===== config.mk =====
export PLATFORM = sky130hd
export DESIGN_NAME = xint_flag_bank
export DESIGN_NICKNAME = d
export VERILOG_FILES = /design/src/rtl/xint_pkg.sv /design/src/rtl/xint_sync2.sv /design/src/rtl/xint_edge_fsm.sv /design/src/rtl/xint_flag_cell.sv /design/src/rtl/xint_flag_bank.sv
export SDC_FILE = /design/constraint.sdc
export NUM_CORES = 1
export LEC_CHECK = 0
export BUFFER_PORTS_ARGS = -buffer_cell sky130_fd_sc_hd__buf_2
export CORE_MARGIN = 1
export CORE_UTILIZATION = 42
export DETAILED_ROUTE_END_ITERATION = 16
export PLACE_DENSITY_LB_ADDON = 0.15
export REMOVE_ABC_BUFFERS = 1
export SYNTH_ARGS = -nofsm -noshare
export SYNTH_HDL_FRONTEND = slang
export SYNTH_SLANG_ARGS = --single-unit

===== constraint.sdc =====
create_clock -name clk -period 3.5 [get_ports clk]
set_clock_uncertainty 0.05 [all_clocks]
set_input_delay 0.7 -clock clk [delete_from_list [all_inputs] [get_ports clk]]
set_output_delay 0.7 -clock clk [all_outputs]
set_load 0.02 [all_outputs]

===== src/rtl/xint_pkg.sv =====
package xint_pkg;

    typedef enum logic {
        LVL_LOW  = 1'b0,
        LVL_HIGH = 1'b1
    } lvl_state_e;

    // Even sources react to rising edges, odd sources to falling edges.
    function automatic bit src_is_rising(input int idx);
        return (idx % 2) == 0;
    endfunction

endpackage


===== src/rtl/xint_sync2.sv =====
module xint_sync2 #(
    parameter int WIDTH = 4
) (
    input  logic             clk,
    input  logic [WIDTH-1:0] d_i,
    output logic [WIDTH-1:0] q_o
);
    logic [WIDTH-1:0] stage1_q;
    logic [WIDTH-1:0] stage2_q;

    // No reset: the chain keeps sampling so trackers can load the true level.
    always_ff @(posedge clk) begin
        stage1_q <= d_i;
        stage2_q <= stage1_q;
    end

    assign q_o = stage2_q;
endmodule


===== src/rtl/xint_edge_fsm.sv =====
module xint_edge_fsm
    import xint_pkg::*;
#(
    parameter bit RISING = 1'b1
) (
    input  logic clk,
    input  logic rst_n,
    input  logic lvl_i,
    output logic edge_o
);
    lvl_state_e state_q;
    lvl_state_e state_d;

    // State register: reset load follows the synchronised level.
    always_ff @(posedge clk) begin
        if (!rst_n) begin
            state_q <= lvl_i ? LVL_HIGH : LVL_LOW;
        end else begin
            state_q <= state_d;
        end
    end

    // Next state.
    always_comb begin
        state_d = state_q;
        unique case (state_q)
            LVL_LOW:  if (lvl_i)  state_d = LVL_HIGH;
            LVL_HIGH: if (!lvl_i) state_d = LVL_LOW;
        endcase
    end

    // Outputs: edge pulse on the transition matching the polarity.
    always_comb begin
        edge_o = 1'b0;
        unique case (state_q)
            LVL_LOW:  edge_o = lvl_i && RISING;
            LVL_HIGH: edge_o = !lvl_i && !RISING;
        endcase
    end
endmodule


===== src/rtl/xint_flag_cell.sv =====
module xint_flag_cell (
    input  logic clk,
    input  logic rst_n,
    input  logic set_i,
    input  logic clr_i,
    output logic flag_o
);
    logic flag_q;

    always_ff @(posedge clk) begin
        if (!rst_n) begin
            flag_q <= 1'b0;
        end else if (set_i) begin
            flag_q <= 1'b1;
        end else if (clr_i) begin
            flag_q <= 1'b0;
        end
    end

    assign flag_o = flag_q;
endmodule


===== src/rtl/xint_flag_bank.sv =====
module xint_flag_bank
    import xint_pkg::*;
#(
    parameter int                N_SRC    = 4,
    parameter int                ADDR_W   = 8,
    parameter int                DATA_W   = 8,
    parameter logic [ADDR_W-1:0] REG_ADDR = 8'h91
) (
    input  logic              clk,
    input  logic              rst_n,
    input  logic [N_SRC-1:0]  xint_pin,
    input  logic [ADDR_W-1:0] reg_addr,
    input  logic              reg_wr_en,
    input  logic [DATA_W-1:0] reg_wr_data,
    output logic [DATA_W-1:0] reg_rd_data,
    output logic [N_SRC-1:0]  irq_flag,
    output logic              irq_any
);
    localparam int FLAG_LSB = DATA_W - N_SRC;

    logic [N_SRC-1:0] pin_sync;
    logic [N_SRC-1:0] edge_hit;
    logic [N_SRC-1:0] clr_vec;
    logic [N_SRC-1:0] flag_vec;
    logic             reg_hit;
    logic             any_q;

    assign reg_hit = (reg_addr == REG_ADDR);

    xint_sync2 #(.WIDTH(N_SRC)) u_sync (
        .clk (clk),
        .d_i (xint_pin),
        .q_o (pin_sync)
    );

    for (genvar i = 0; i < N_SRC; i++) begin : g_src
        assign clr_vec[i] = reg_wr_en && reg_hit && !reg_wr_data[FLAG_LSB + i];

        xint_edge_fsm #(.RISING(src_is_rising(i))) u_edge (
            .clk    (clk),
            .rst_n  (rst_n),
            .lvl_i  (pin_sync[i]),
            .edge_o (edge_hit[i])
        );

        xint_flag_cell u_flag (
            .clk    (clk),
            .rst_n  (rst_n),
            .set_i  (edge_hit[i]),
            .clr_i  (clr_vec[i]),
            .flag_o (flag_vec[i])
        );
    end

    always_ff @(posedge clk) begin
        if (!rst_n) begin
            any_q <= 1'b0;
        end else begin
            any_q <= |flag_vec;
        end
    end

    always_comb begin
        reg_rd_data = '0;
        if (reg_hit) begin
            reg_rd_data[DATA_W-1 -: N_SRC] = flag_vec;
        end
    end

    assign irq_flag = flag_vec;
    assign irq_any  = any_q;
endmodule


# Yosys cells after proc, flatten, opt, wreduce, memory -nomap -nowiden
# Cells that the tools add are included.
[totals]
input_bits = 23
ff_bits = 17
wordCells = 49
[classes]
bitwise_logic = 4
eq_ne = 1
n_reduce_logical = 16
muxes = 17
[op_table]
columns = ["cell", "count"]
rows = [
  ["two-way mux 1 bit", 12],
  ["equality test 8 bit, second input constant", 1],
  ["case mux 1 bit (2 select lines)", 4],
  ["nonzero test 2 bit", 4],
  ["zero test 1 bit", 6],
  ["logical AND 1 bit", 5],
  ["two-way mux 4 bit", 1],
  ["NOT 1 bit", 4],
  ["OR reduction 4 bit", 1],
]

# Logic depth before layout (Yosys ltp)
# Gate-level depths: netlist of the first run.
[depth]
word_depth = 5
mapped_depth = 4
ltp_nobuf = 3

# Cells and area by module
# Synthesis of the first run repeated with hierarchy kept, for this count alone.
[hier_totals]
hier_cells = 51
area_unflattened_um2 = 661.9
[modules_own_cells]
columns = ["mod", "n_inst", "area_per_inst_um2", "cells_each"]
rows = [
  ["xint_flag_bank", 1, 201.4, 23],
  ["xint_flag_cell", 4, 41.3, 3],
  ["xint_sync2", 1, 160.2, 8],
  ["xint_edge_fsm", 4, 33.8, 2],
]

# Worst setup path after synthesis of the first run
# Ideal clock, no wire load.
[synth_path]
path_kind = "input-to-output"
startpoint = "input port reg_addr[6]"
endpoint = "output port reg_rd_data[4]"
slack_ns = 1.274
n_path_buf = 1
arrival_time_ns = 1.476
stages = 4
path_cell_list = "nor4bb_1 -> and4b_1 -> buf_4 -> and2_1"
[synth_between]
elab_chain_len = 2
[synth_lines]
columns = ["element", "line", "text"]
rows = [
  ["start: declaration", "xint_flag_bank.sv:12", "input logic [ADDR_W-1:0] reg_addr,"],
  ["equality test 8 bit", "xint_flag_bank.sv:28", "assign reg_hit = (reg_addr == REG_ADDR);"],
  ["two-way mux 4 bit", "xint_flag_bank.sv:65", "if (reg_hit) begin"],
  ["end: declaration", "xint_flag_bank.sv:15", "output logic [DATA_W-1:0] reg_rd_data,"],
]
# Every way passes these cells.

# Worst setup path after layout of the first run
[layout_path]
startpoint = "input port reg_addr[6]"
endpoint = "output port reg_rd_data[5]"
# Same word-level chain as after synthesis.

==> results of run 1 <==
==> kinds of logic after synthesis <==
kind of cell | count (synthesis)
and+or+nand+nor | 15
AOI/OAI and AO/OA | 9
buffers and inverters | 9
other | 1
DFF | 17
==> path summary, 6_finish.rpt <==
kind | startpoint | to | slack (ns) | cells past startpoint
max | reg_addr[6] | reg_rd_data[5] | 1.03 | 5
min | u_sync.stage1_q[1] | u_sync.q_o[1] | 0.28 | 0
max reg2reg | g_src[3].u_flag.flag_o | irq_any | 2.60 | 1
min reg2reg | u_sync.stage1_q[1] | u_sync.q_o[1] | 0.28 | 0
==> final cells by class <==
| cell class | count | share of cell area |
|---|---|---|
| clock buffer | 3 | 0.0331 |
| timing repair buffer | 27 | 0.199 |
| clock inverter | 1 | 0.00735 |
| tap | 14 | 0.0257 |
| multi-input combinational | 28 | 0.235 |
| sequential | 17 | 0.500 |
==> cell usage after synthesis <==
master,n
nor2b_1,4
conb_1,1
a31oi_1,4
and2_1,4
o41a_1,1
nor4bb_1,1
nor2_1,5
buf_4,9
and4b_1,1
dfxtp_1,17
o21ai_0,4
==> metrics by stage <==
step | utilization | hold WS, ns | power, W | instance area [sq um]
floorplan | - | 0.260 | 0.000230 | 500
global placement | 0.558 | 0.260 | 0.000246 | 653
detailed placement | 0.558 | 0.264 | 0.000246 | 653
CTS | 0.581 | 0.286 | 0.000347 | 681
global route | 0.581 | 0.291 | 0.000359 | 681
finish | 0.581 | 0.283 | 0.000341 | 681
==> per-layer routing <==
layer	wire length, um	vias up	global-route usage
met5	0	-	0
met4	0	0	0.0776
met3	72	0	0.0581
met2	409	20	0.246
met1	322	161	0.121
li1	-	209	-
==> critical path, delay by kind of cell <==
kind / cells / cell delay [ns]
simple gates: 3 / 0.77
buf+inv: 2 / 0.24
==> state kept, by name, summed over array words and instances, names as in the netlist <==
register / count
g_src.u_edge.state_q: 4
u_sync.stage1_q: 4
irq_any: 1
g_src.u_flag.flag_o: 4
u_sync.q_o: 4
==> report_power, final <==
part	internal [W]	total [W]	switching, W
clock	0.0000424	0.0000990	0.0000566
sequential	0.000205	0.000210	0.00000478
combinational	0.0000148	0.0000319	0.0000171
==> cell usage in the layout (no fill, tap or decap) <==
cell / Yosys / routed
nor2_1: 5 / 5
o41a_1: 1 / 1
clkinv_2: 0 / 1
and4b_1: 1 / 1
nor2b_1: 4 / 4
and2_1: 4 / 4
clkbuf_4: 0 / 3
o21ai_0: 4 / 4
conb_1: 1 / 4
a31oi_1: 4 / 4
dfxtp_1: 17 / 17
nor4bb_1: 1 / 1
buf_2: 0 / 27
==> run metrics, run 1 <==
status=finished, final reports clean; clock slew at the register clock pins of the worst setup and hold paths=approximately 0.09 ns; Post-Synth XOR/XNOR Area=0; #FFs+latches synth=17; Tightest Hold Check Type=flip-flop to flip-flop; Fill cells=between 100 and 150; CP peak stage delay=~0.38 ns; GRT Residual Overflow=0; Area Growth Syn to Fin=22.2%; dpl ws=1.02 ns; # resized after CTS=0; Layout Nets=100; fin crit period=between 2 and 2.5 ns; CP max stage cell=and4b_1; period utilisation layout=0.704; GRT Overall Usage=0.135; Worst EP required=approximately 2.8 ns; Adder-Cell Fraction of Synth Area=0; Max-Cap Viols=0; height of the chip=38.4 um; distinct cell type count after synthesis=11; Pleak=between 0.3 and 0.4 nW; CP arrival=1.72 ns; Post-CTS Hold Buffers=0; Worst path most repeated cell=buf_2; routed via count=390; Post-CTS Setup Bufs=0; Die X=just under 40 um; DRT antenna net count=0; placer congestion estimate=0.618; mux cell area share after synthesis=0; Detailed Route Iter0 Violations=3; sink count of the clock tree=17; PD cells=about 500 nW/um^2; post-route insts no fill=90; wire length of the first global-routing pass=1.30 mm; top cell type by total area after synthesis=dfxtp_1; Ys Warns=0; Simple-Gate Fraction of Synth Area=0.160; vias per inst=4.33; final setup fails=0; diode count=0; die area=between 1000 and 1500 sq um; setup tns final=0 ns; Inserted Clock Buffers=3; Reg area=approximately 340 sq um; Final Hold Vio Count=0; port bufs=27; effective utilization at floorplan=0.475; Routed WL per cell=8.93 um; sequential share of the synthesized area=0.611; # DRC=0; CTS Buffer Depth=2; multi-input logic area=between 150 and 200 sq um; Max H-tree Level=1; CTS tree=yes; I/O pin count=36; Max Fclk=approximately 0.41 GHz; Avg Inst Size Synth=~11 sq um; routed wire length=about 800 um; IR Drop Worst-Case VDD=approximately 280 uV; crit path cell chain=buf_2 -> nor4bb_1 -> and4b_1 -> and2_1 -> buf_2; Max Slew Vio Count=0; CP Launch Type=input port; largest net degree at the start of global routing=11; Core Region=roughly 1200 sq um; RSZ-0062 raised after global routing=no; largest family of logic cells by synthesized area=simple AND/OR/NAND/NOR gates; antenna violations before repair=0; crit end category=primary output; layout cells sized above 1=0.408; CP max FO=8; Crit Path Category=input port to primary output; Gate Count Post-Synth=51; Final WS setup=roughly 1.0 ns; synth top area cells=dfxtp_1 61%, buf_4 12%, a31oi_1 4.5%; Inst Count DP=86; Mapped Area=about 560 sq um; Synth Area in Compound Gates=0.101; post-synth top area share=0.611; 1st-pass router iterations=4; Cell Rows=12; worst-skew pair later-pin latency=0.28 ns; vias in the first global route=348; Root Driver=clkbuf_4
Note: power is estimated with default switching activity, not from simulation.
==> run 2: changes to the inputs <==
--- a/config.mk
+++ b/config.mk
@@ -7,7 +7,7 @@
 export LEC_CHECK = 0
 export BUFFER_PORTS_ARGS = -buffer_cell sky130_fd_sc_hd__buf_2
 export CORE_MARGIN = 1
-export CORE_UTILIZATION = 42
+export CORE_UTILIZATION = 35
 export DETAILED_ROUTE_END_ITERATION = 16
 export PLACE_DENSITY_LB_ADDON = 0.15
 export REMOVE_ABC_BUFFERS = 1
==> constraint.sdc (replaced) <==
create_clock -name clk -period 2.2 [get_ports clk]
set_clock_uncertainty 0.05 [all_clocks]
set_input_delay 0.44 -clock clk [delete_from_list [all_inputs] [get_ports clk]]
set_output_delay 0.44 -clock clk [all_outputs]
set_load 0.02 [all_outputs]
==> run 2 against run 1 <==
Combinational power increased by 60%. Non-clock buffer count unchanged. Die area increased by 19%. First-iteration DRC count decreased by 67%. Cell area increased by 0.18%. Register-to-register slack got worse by 1.3 ns. Core utilization decreased by 12 points. Count of clock-buffer cells in the layout increased by 1. Via count increased by 6.9%. Critical path depth unchanged. Sequential power increased by 59%. Worst setup slack got worse by 0.78 ns. Critical path type unchanged.
==> run metrics, run 2 (synthesized netlist as in run 1, its figures left out) <==
clock network fraction of total power=0.291 (about the same); switching share of power=0.225 (-0.00506); effective utilization at floorplan=0.374 (-0.101); Detailed Route Iter0 Violations=1 (-2); largest net degree at the start of global routing=10 (-1); met2 routed WL=357 um (-13%); Finished Core Util=0.458 (-0.123); CP Launch Type=input port; I/O pin count=36 (unchanged); setup tns final=0 ns (unchanged); period utilisation layout=0.886; clock slew at the register clock pins of the worst setup and hold paths=0.09 ns (about the same); 1st-pass router iterations=4 (unchanged); met3 WL=109 um (+51%); Worst path most repeated cell=buf_2; Top delay family on crit path=simple AND/OR/NAND/NOR gates; # resized after CTS=0 (unchanged); setup slack, reg-to-reg=1.30 ns (-1.30 ns); WHS=0.200 ns (-0.0836 ns); GRT Residual Overflow=0 (unchanged); diode count=0 (unchanged); Core Region=1490 sq um (+27%); Cell Rows=14 (+2); part of the power in registers=0.615 (about the same); Area Growth Syn to Fin=22.5%; status=finished, final reports clean; Inserted Clock Buffers=3 (unchanged); combinational fraction of design power=0.094 (about the same); most frequent cells in the layout=27 x buf_2, 17 x dfxtp_1, 5 x nor2_1; # DRC=0 (unchanged); Max-Cap Viols=0 (unchanged); CTS tree=yes; Max H-tree Level=1 (unchanged); placer congestion estimate=0.617 (about the same); dpl ws=0.219 ns (-0.804 ns); Layout Nets=100 (unchanged); crit end category=primary output; CP peak stage delay=0.38 ns (about the same); GRT Overall Usage=0.0993 (-0.0355); Int Power=0.000420 W (+60%); Final WS setup=0.251 ns (-0.783 ns); fin crit period=between 1.5 and 2 ns; port bufs=27 (unchanged); PD cells=795 nW/um^2 (+59%); Crit Path Category=input port to primary output; Root Driver=clkbuf_4; Final Hold Vio Count=0 (unchanged); M1 WL=349 um (+8.4%); wire length of the first global-routing pass=1.24 mm (-4.8%); most common cell after layout, fill and taps aside=buf_2; final setup fails=0 (unchanged); switching power total=0.000122 W (+56%); Worst EP required=1.71 ns (-1.04 ns); Max Slew Vio Count=0 (unchanged); routed wire length=815 um (+1.4%); Die X=41.9 um (+9.0%); die area=1750 sq um (+19%); Routed WL per cell=8.86 um (-0.84%); instance area at placement=656 sq um (+0.38%); IR Drop Worst-Case VDD=444 uV (+59%); height of the chip=41.9 um (+9.0%); sink count of the clock tree=17 (unchanged); CP max FO=8 (unchanged); vias per inst=4.53 (+4.6%); crit path cell chain=buf_2 -> nor4bb_1 -> and4b_1 -> and2_1 -> buf_2; antenna violations before repair=0 (unchanged); Post-CTS Setup Bufs=0 (unchanged); RSZ-0062 raised after global routing=no; Post-CTS Hold Buffers=0 (unchanged); layout cells sized above 1=0.395 (-0.0132); CTS Buffer Depth=2 (unchanged); CP arrival=1.46 ns (-0.26 ns); worst-skew pair later-pin latency=0.28 ns (about the same); critical path buffer and inverter count=2 (unchanged); routed via count=417 (+6.9%); CP max stage cell=and4b_1; DRT antenna net count=0 (unchanged); Pleak=0.340 nW (-0.80%); Max Fclk=slightly above 0.5 GHz; Tightest Hold Check Type=input port to flip-flop; vias in the first global route=300 (-14%); fin area=682 sq um (+0.18%); Max Used Layer=met3
run 2: changes by cell type in the layout (fill, tap and decap cells not counted):
cell	before	now
clkbuf_1	0	1
clkinv_2	1	0
run 2: path summary, 6_finish.rpt:
path	startpoint	to	cells after the start
worst min register to register	u_sync.stage1_q[3]	u_sync.q_o[3]	0
worst max register to register	g_src[3].u_flag.flag_o	irq_any	1
worst min-delay path	xint_pin[1]	u_sync.stage1_q[1]	1
worst max-delay path	reg_addr[6]	reg_rd_data[7]	5
run 2: final cells by class:
| class | count | area [sq um] |
|---|---|---|
| Tap cell | 16 | 20.0 |
| Clock buffer | 4 | 26.3 |
| Multi-Input combinational cell | 28 | 160 |
| Timing Repair Buffer | 27 | 135 |
| Fill cell | 155 | 807 |
| Sequential cell | 17 | 340 |
run 2: power groups by stage:
stage	Clock [W]	Sequential (W)	Combinational, W
after floorplan	0	0.000348	0.0000184
after global placement	0	0.000340	0.0000508
after detailed placement	0	0.000341	0.0000514
after CTS	0.000168	0.000334	0.0000515
after global routing	0.000179	0.000336	0.0000559
final	0.000158	0.000333	0.0000511
run 2: routing by layer:
layer,global-route usage,vias to the layer above
li1,-,210
met1,0.0937,182
met2,0.163,25
met3,0.0478,0
met4,0.0774,0
met5,0,-
run 2: through the flow:
step,cells,total power [W]
after floorplan,45,0.000366
after CTS,92,0.000553
after detailed placement,88,0.000392
after global routing,92,0.000571
final,92,0.000542
after global placement,88,0.000391
==> run 3: changes to the inputs <==
--- a/config.mk
+++ b/config.mk
@@ -6,11 +6,14 @@
 export NUM_CORES = 1
 export LEC_CHECK = 0
 export BUFFER_PORTS_ARGS = -buffer_cell sky130_fd_sc_hd__buf_2
+export CELL_PAD_IN_SITES_DETAIL_PLACEMENT = 0
+export CELL_PAD_IN_SITES_GLOBAL_PLACEMENT = 2
 export CORE_MARGIN = 1
-export CORE_UTILIZATION = 35
+export CORE_UTILIZATION = 22
 export DETAILED_ROUTE_END_ITERATION = 16
-export PLACE_DENSITY_LB_ADDON = 0.15
+export PLACE_DENSITY_LB_ADDON = 0.05
 export REMOVE_ABC_BUFFERS = 1
 export SYNTH_ARGS = -nofsm -noshare
 export SYNTH_HDL_FRONTEND = slang
+export SYNTH_HIERARCHICAL = 1
 export SYNTH_SLANG_ARGS = --single-unit
==> run 3 against run 2 <==
The flow now finishes with violations (DRC). Critical path depth fell by 1. Sequential share of layout area fell by 9.1 points. Power rose by 3.6%. Combinational power rose by 31%. Flip-flop and latch count did not move. Cell count rose by 21%.
==> run metrics, run 3 <==
detailed placer's ending HPWL=between 800 and 900 um; routed wire length=1.08 mm (+33%); status=complete, but fails checks; Crit Path Category=input port to primary output; most frequent cells in the layout=27 x buf_2, 17 x dfxtp_1, 8 x nor2b_4; GRT Overall Usage=0.0727 (-0.0266); Avg Inst Size Synth=13.0 sq um (+19%); Hold Path Sink=u_sync/stage1_q[0]; vias per inst=3.94 (-13%); Overall Power=0.000561 W (+3.6%); critical path buffer and inverter count=2 (unchanged); main flop type after synthesis=dfxtp_1; antenna violations before repair=0 (unchanged); worst r2r src=g_src[2].u_flag/flag_o; I/O pin count=36 (unchanged); period utilisation layout=0.916 (+0.0304); grt met1 use=0.0927 (-0.000967); height of the chip=56.9 um (+36%); diode count=0 (unchanged); port bufs=27 (unchanged); Core Region=2810 sq um (+88%); Finished Core Util=0.298 (-0.160); violated checks=DRC; most frequent cell after synthesis=dfxtp_1; M3 GR Usage=0.0300 (-0.0179); GRT busiest layer=met2; CP max FO=8 (unchanged); distinct cell type count after synthesis=13 (+2); CTS Buffer Depth=2 (unchanged); 1st-pass router iterations=9 (+5); largest net degree at the start of global routing=10 (unchanged); Max-Cap Viols=0 (unchanged); Top delay family on crit path=simple AND/OR/NAND/NOR gates; Max Slew Vio Count=0 (unchanged); sequential share of the synthesized area=0.514 (-0.0971); Reg2Reg Depth=1 (unchanged); fin crit period=2.02 ns (+0.0670 ns); most common cell after layout, fill and taps aside=buf_2; Pleak=0.378 nW (+11%); GRT Residual Overflow=0 (unchanged); DRT antenna net count=0 (unchanged); Inst Count DP=107 (+22%); effective utilization at floorplan=0.236 (-0.138); top post-synthesis cells by count=17 x dfxtp_1, 8 x nor2b_4; Hold Startpoint=xint_pin[0]; setup slack, reg-to-reg=1.29 ns (about the same); # DRC=13 (+13); Worst EP required=1.71 ns (about the same); EDFF count, synth=0 (unchanged); Layout Nets=104 (+4.0%); CP arrival=1.53 ns (+0.07 ns); Mapped Area=662 sq um (+19%); final setup fails=0 (unchanged); RSZ-0062 raised after global routing=no; ys async rst share=0 (unchanged); clock slew at the register clock pins of the worst setup and hold paths=0.09 ns (about the same); Max Fclk=0.496 GHz (-3.3%); WHS=0.204 ns (+0.00411 ns); Cell Rows=19 (+5); post-route insts no fill=111 (+21%); Routed WL per cell=9.76 um (+10%); Inserted Clock Buffers=3 (unchanged); PD cells=673 nW/um^2 (-15%); Die X=56.9 um (+36%); Post-CTS Hold Buffers=0 (unchanged); top cell type by total area after synthesis=dfxtp_1; crit path cell chain=buf_2 -> or4b_4 -> nor3_1 -> buf_2; CP Launch Type=input port; Max H-tree Level=1 (unchanged); hold path depth=1 (unchanged); wire length of the first global-routing pass=1.77 mm (+43%); Root Driver=clkbuf_4; CP max stage cell=or4b_4; routed via count=437 (+4.8%); layout cells sized above 1=0.550 (+0.155); placer congestion estimate=0.680 (+10%); post-synth top area share=0.514 (-0.0971); Tightest Hold Check Type=input port to flip-flop; Gate Count Post-Synth=51 (unchanged); die area=3230 sq um (+84%); CP peak stage delay=0.60 ns (+0.22 ns); Post-CTS Setup Bufs=0 (unchanged); Final Hold Vio Count=0 (unchanged); met2 Use GR=0.102 (-0.0605); vias in the first global route=397 (+32%); synth top area cells=dfxtp_1 51%, nor2b_4 17%, nor4b_2 9.1%; Area Growth Syn to Fin=26.1%; Detailed Route Iter0 Violations=23 (+22); #FFs+latches synth=17 (unchanged); sink count of the clock tree=17 (unchanged); crit end category=primary output; Ys Warns=6 (+6); worst-skew pair later-pin latency=0.28 ns (about the same); Worst path most repeated cell=buf_2; setup tns final=0 ns (unchanged); CTS tree=yes; IR Drop Worst-Case VDD=360 uV (-19%); # resized after CTS=0 (unchanged); Reg-to-Reg End=irq_any
[run 3: metrics by stage]
step,worst slack (ns),cell area (sq um)
5_1_grt,0.0981,835
2_1_floorplan,0.160,627
3_5_place_dp,0.172,808
3_3_place_gp,0.178,808
6_report,0.184,835
4_1_cts,0.171,835
[run 3: per-layer routing]
| metal | up-vias | wire, um |
|---|---|---|
| met5 | - | 0 |
| met2 | 29 | 434 |
| met3 | 0 | 152 |
| met4 | 0 | 0 |
| met1 | 188 | 496 |
| li1 | 220 | - |
[run 3: logic make-up after synthesis]
group,after synthesis,share of synthesized area
compound gates,5,0.0624
buf+inv,10,0.0926
flops,17,0.514
other cells,1,0.00567
simple gates,18,0.325
[run 3: worst max path at each step]
stage | start | slack (ns) | end | cells past startpoint
6_report | reg_addr[6] | 0.18 | reg_rd_data[4] | 4
5_1_grt | reg_addr[6] | 0.1 | reg_rd_data[6] | 4
4_1_cts | reg_addr[6] | 0.17 | reg_rd_data[4] | 4
3_5_place_dp | reg_addr[6] | 0.17 | reg_rd_data[4] | 4
3_3_place_gp | reg_addr[6] | 0.18 | reg_rd_data[4] | 4
2_1_floorplan | reg_addr[6] | 0.16 | reg_rd_data[4] | 2
[run 3: where the power goes]
| group | switching (W) | internal [W] | total [W] |
|---|---|---|---|
| combinational | 0.0000305 | 0.0000365 | 0.0000670 |
| clock | 0.0000868 | 0.0000703 | 0.000157 |
| sequential | 0.0000110 | 0.000326 | 0.000337 |
[run 3: cell type report]
| class | count | area, sq um |
|---|---|---|
| clock buffer | 4 | 26.3 |
| fill | 313 | 1970 |
| inverter | 4 | 15.0 |
| multi-input combinational | 27 | 272 |
| sequential | 17 | 340 |
| tap | 31 | 38.8 |
| timing repair buffer | 28 | 143 |
